## src/rtl/ovf_pkg.sv

```systemverilog
package ovf_pkg;

    // Per-cycle action applied to the filter level
    typedef enum logic [1:0] {
        STEP_HOLD  = 2'd0,
        STEP_UP    = 2'd1,
        STEP_DOWN  = 2'd2,
        STEP_CLEAR = 2'd3
    } step_e;

endpackage

```

## src/rtl/ovf_step_decode.sv

```systemverilog
module ovf_step_decode
    import ovf_pkg::*;
(
    input  logic  clear_i,
    input  logic  fault_i,
    input  logic  sample_valid_i,
    input  logic  ov_flag_i,
    output step_e step_o
);

    // Priority: clear, then frozen while faulted, then sample
    always_comb begin
        if (clear_i) begin
            step_o = STEP_CLEAR;
        end else if (fault_i) begin
            step_o = STEP_HOLD;
        end else if (sample_valid_i && ov_flag_i) begin
            step_o = STEP_UP;
        end else if (sample_valid_i) begin
            step_o = STEP_DOWN;
        end else begin
            step_o = STEP_HOLD;
        end
    end

endmodule

```

## src/rtl/ovf_sat_counter.sv

```systemverilog
module ovf_sat_counter
    import ovf_pkg::*;
#(
    parameter int TRIP_COUNT = 10,
    parameter int UP_STEP    = 1,
    parameter int DOWN_STEP  = 2,
    localparam int CNT_W     = $clog2(TRIP_COUNT + 1)
) (
    input  step_e            step_i,
    input  logic [CNT_W-1:0] level_i,
    output logic [CNT_W-1:0] level_o,
    output logic             at_trip_o
);

    localparam logic [CNT_W-1:0] TRIP_V   = CNT_W'(TRIP_COUNT);
    localparam logic [CNT_W-1:0] UP_V     = CNT_W'(UP_STEP);
    localparam logic [CNT_W-1:0] DOWN_V   = CNT_W'(DOWN_STEP);
    localparam logic [CNT_W-1:0] UP_LIMIT = CNT_W'(TRIP_COUNT - UP_STEP);

    always_comb begin
        unique case (step_i)
            STEP_CLEAR: level_o = '0;
            STEP_UP:    level_o = (level_i >= UP_LIMIT) ? TRIP_V : level_i + UP_V;
            STEP_DOWN:  level_o = (level_i <= DOWN_V) ? '0 : level_i - DOWN_V;
            default:    level_o = level_i;
        endcase
    end

    assign at_trip_o = (level_o == TRIP_V);

endmodule

```

## src/rtl/ovp_filter.sv

```systemverilog
module ovp_filter
    import ovf_pkg::*;
#(
    parameter int TRIP_COUNT = 10,
    parameter int UP_STEP    = 1,
    parameter int DOWN_STEP  = 2
) (
    input  logic clk_i,
    input  logic rst_ni,
    input  logic sample_valid_i,
    input  logic ov_flag_i,
    input  logic clear_i,
    output logic fault_o
);

    localparam int CNT_W = $clog2(TRIP_COUNT + 1);

    typedef struct packed {
        logic [CNT_W-1:0] level;
        logic             fault;
    } state_t;

    state_t           st_d, st_q;
    step_e            step;
    logic [CNT_W-1:0] level_nxt;
    logic             at_trip;
    logic [CNT_W-1:0] level_q;

    ovf_step_decode u_decode (
        .clear_i        (clear_i),
        .fault_i        (st_q.fault),
        .sample_valid_i (sample_valid_i),
        .ov_flag_i      (ov_flag_i),
        .step_o         (step)
    );

    ovf_sat_counter #(
        .TRIP_COUNT (TRIP_COUNT),
        .UP_STEP    (UP_STEP),
        .DOWN_STEP  (DOWN_STEP)
    ) u_count (
        .step_i    (step),
        .level_i   (st_q.level),
        .level_o   (level_nxt),
        .at_trip_o (at_trip)
    );

    always_comb begin
        st_d       = st_q;
        st_d.level = level_nxt;
        if (step == STEP_CLEAR) begin
            st_d.fault = 1'b0;
        end else begin
            st_d.fault = st_q.fault | at_trip;
        end
    end

    always_ff @(posedge clk_i or negedge rst_ni) begin
        if (!rst_ni) begin
            st_q <= '0;
        end else begin
            st_q <= st_d;
        end
    end

    assign level_q = st_q.level;
    assign fault_o = st_q.fault;

endmodule

```

## config.mk

```make
export PLATFORM = sky130hd
export DESIGN_NAME = ovp_filter
export DESIGN_NICKNAME = d
export VERILOG_FILES = /design/src/rtl/ovf_pkg.sv /design/src/rtl/ovf_step_decode.sv /design/src/rtl/ovf_sat_counter.sv /design/src/rtl/ovp_filter.sv
export SDC_FILE = /design/constraint.sdc
export NUM_CORES = 1
export LEC_CHECK = 0
export BUFFER_PORTS_ARGS = -buffer_cell sky130_fd_sc_hd__buf_2
export CORE_AREA = 2 2 39 41
export DETAILED_ROUTE_END_ITERATION = 7
export DIE_AREA = 0 0 41 43
export SLEW_MARGIN = 20
export SYNTH_ARGS = -nofsm -noshare
export SYNTH_HDL_FRONTEND = slang
export SYNTH_SLANG_ARGS = --single-unit
```

## constraint.sdc

```tcl
create_clock -name clk_i -period 2 [get_ports clk_i]
set_input_delay 0.1 -clock clk_i [delete_from_list [all_inputs] [get_ports clk_i]]
set_output_delay 0.1 -clock clk_i [all_outputs]
set_load 0.01 [all_outputs]
```

==> results.yml <==
run_status:
  outcome: "complete, no violations"
drt:
  via_per_inst: 5.049
  drc: 0
  via_count: 409
  antenna_left: 0
  wl_per_cell_um: 11.31
  first_pass_iters: 4
  wl_um: 916
  drt-initial-drc-count: 6
clocking:
  root_buffer: "clkbuf_4"
  tritoncts: "done"
  path_clk_slew_ns: 0.04
  cts_inserted_buffers: 3
  cts.sinks: 5
  ctsResizeCount: 0
  cts_setup_buffers: 0
  cts_max_level: 1
  cts_max_path_buffers: 2
  clkLatencyLatePin_ns: 0.24
power_and_ir_drop:
  power_leakage_uw: 0.0002550
  p_total_uw: 358.1
  ir_drop_mv: 0.3508
  power_density_nw_per_um2: 623.5
hold_path:
  whs_path_depth: 2
  hp-class: "in -> reg"
  hp-start: "clear_i"
  hold_end: "level_q[0]$_DFF_PN0_"
layout:
  final_nets: 77
  utilization_pct: 41.50
  n_antenna_cell: 0
  final_cell_mix: "nor2_1, ha_1, buf_4, buf_2"
  drive_above_1_share_pct: 30.77
  instances_no_fill: 81
  mostFrequentLayoutCell: "nor2_1"
  multi_input_area_um2: 302.8
  area_delta_synth_final_pct: 26.45
  nFillCells: 140
  regArea_um2: 126.4
logic_synthesis:
  syn_inst: 51
  yosys-top-cells-area: "dfrtp_1, ha_1, nor2_1"
  synth_area_um2: 454.2
  synthesis.nets: 62
  synth_cell_types: 23
  ys_seq_elements: 5
  ys_warn_count: 0
  avgSynthCellArea_um2: 8.906
  synth_top_area_cell: "dfrtp_1"
  yosysSeqAreaShare_pct: 27.55
  synth_top_area_share_pct: 27.55
global_route:
  grtUsageTotal_pct: 13.69
  grt_pass1_vias: 390
  grt_max_degree: 11
  grt_pass1_wl_um: 1580
  overflow: 0
  antenna_found_initial: 0
timing:
  final_hold_viol_count: 0
  slew_headroom_pct: 74.05
  slew_viol_final: 0
  fin_crit_ns: 1.937
  fmax_ghz: 0.5162
  fin_crit_sh_pct: 96.87
  tns_ns: 0
  fin_skew_ns: 0.002998
  setup_viol_count_final: 0
  max_slew.worst_pin.slew_ns: 0.3892
  grt_setup_unrepaired: "true"
worst_setup_path:
  critPathLaunchType: "flip-flop"
  reg2reg_setup_slack_ns: 0.06
  arrival_ns: 2.06
  rr_startpoint: "level_q[0]$_DFF_PN0_"
  worstReg2RegEnd: "fault_o$_DFF_PN0_"
  ff2ff_path_depth: 6
  cp-end-kind: "flip-flop"
  critPathKind: "reg -> reg"
  critical_path_required_ns: 2.12
  crit_fanout: 4
die:
  die_w_um: 41
  ios: 6
  core-area_um2: 1384
  dieArea_um2: 1763
  die_h_um: 43
  start_util_pct: 32.82
  rows: 14
placed_design:
  dp.final_hpwl_um: 742.4
  io_buffer_count: 5
  finalWeightedCongestion: 0.7577
  placed_cells: 76
run:
  cap_violations: 0
cell type report:
cell class / instances / share of cell area [%]
clock buffer: 4 / 4.575
inverter: 5 / 3.268
multi-input combinational: 39 / 52.72
sequential: 5 / 22.00
tap: 16 / 3.486
timing repair buffer: 12 / 13.94
what timing repair did:
action / CTS / global route
endpoints found under the hold margin: 5 / 0
hold buffers: 1 / 0
endpoints found under the setup margin: 1 / 1
pin swaps: 1 / 0
state kept, by name, summed over array words and instances, names as in the netlist:
name and flops:
fault_o 1, level_q 4
cells in the mapped netlist:
cell       count
a221oi_2       1
dfrtp_1        5
a211oi_1       4
nand4b_1       1
or3b_4         1
nor2_1         9
nand2_1        1
nor2b_1        1
ha_1           6
a21oi_1        2
o21a_1         1
nand2b_1       1
a2111oi_4      1
a32o_1         1
o32ai_1        1
a31oi_1        1
nor3_1         1
o211ai_1       1
inv_1          5
nand3_1        1
o32a_1         1
o21ai_0        3
clkbuf_1       2
worst max path at each step:
stage	from	to	slack [ns]	cells past startpoint
global route	level_q[0]$_DFF_PN0_	fault_o$_DFF_PN0_	-0.02	7
floorplan	level_q[0]$_DFF_PN0_	fault_o$_DFF_PN0_	0.02	7
global placement	level_q[0]$_DFF_PN0_	fault_o$_DFF_PN0_	0.007	6
detailed placement	level_q[0]$_DFF_PN0_	fault_o$_DFF_PN0_	0.0006	7
finish	level_q[0]$_DFF_PN0_	fault_o$_DFF_PN0_	0.06	6
CTS	level_q[0]$_DFF_PN0_	fault_o$_DFF_PN0_	0.05	6
cells by family (layout without fill, tap and decap cells):
kind of cell,count (synthesis),count (layout),share of synthesized area [%]
compound gates,17,17,32.51
fa+ha+maj,6,6,16.53
buf+inv,7,21,5.786
flops,5,5,27.55
simple gates,16,16,17.63
power breakdown:
part	total, µW	leakage [µW]	internal [µW]	switching, µW
registers	121	0.0000661	110	11.1
clock network	112	0.0000150	75.1	36.4
logic	125	0.000174	59.4	65.7
critical path, cell delays in order (launching register included):
cell and delay (ns):
dfrtp_2 0.42, ha_1 0.20, or3b_4 0.41, a2111oi_4 0.31
a221oi_2 0.07, o21a_1 0.18, a32o_1 0.24
per-stage QoR:
stage	setup WS, ns	hold WS (ns)	cell area [µm²]
finish	0.06267	0.07091	574.3
global route	-0.01626	0.08144	574.3
detailed placement	0.0005584	-0.08287	538.0
global placement	0.007099	-0.08330	538.0
floorplan	0.01597	-0.1956	455.4
CTS	0.05287	0.06031	574.3
metal layers:
layer	global-route usage [%]	share of wire, %	wire, µm	vias to the layer above
li1	-	-	-	218
met1	19.93	51	467	188
met2	16.88	47	429	3
met3	4.712	2.1	19	0
met4	8.000	0	0	0
met5	0	0	0	-
(Power assumes the default switching activity.)
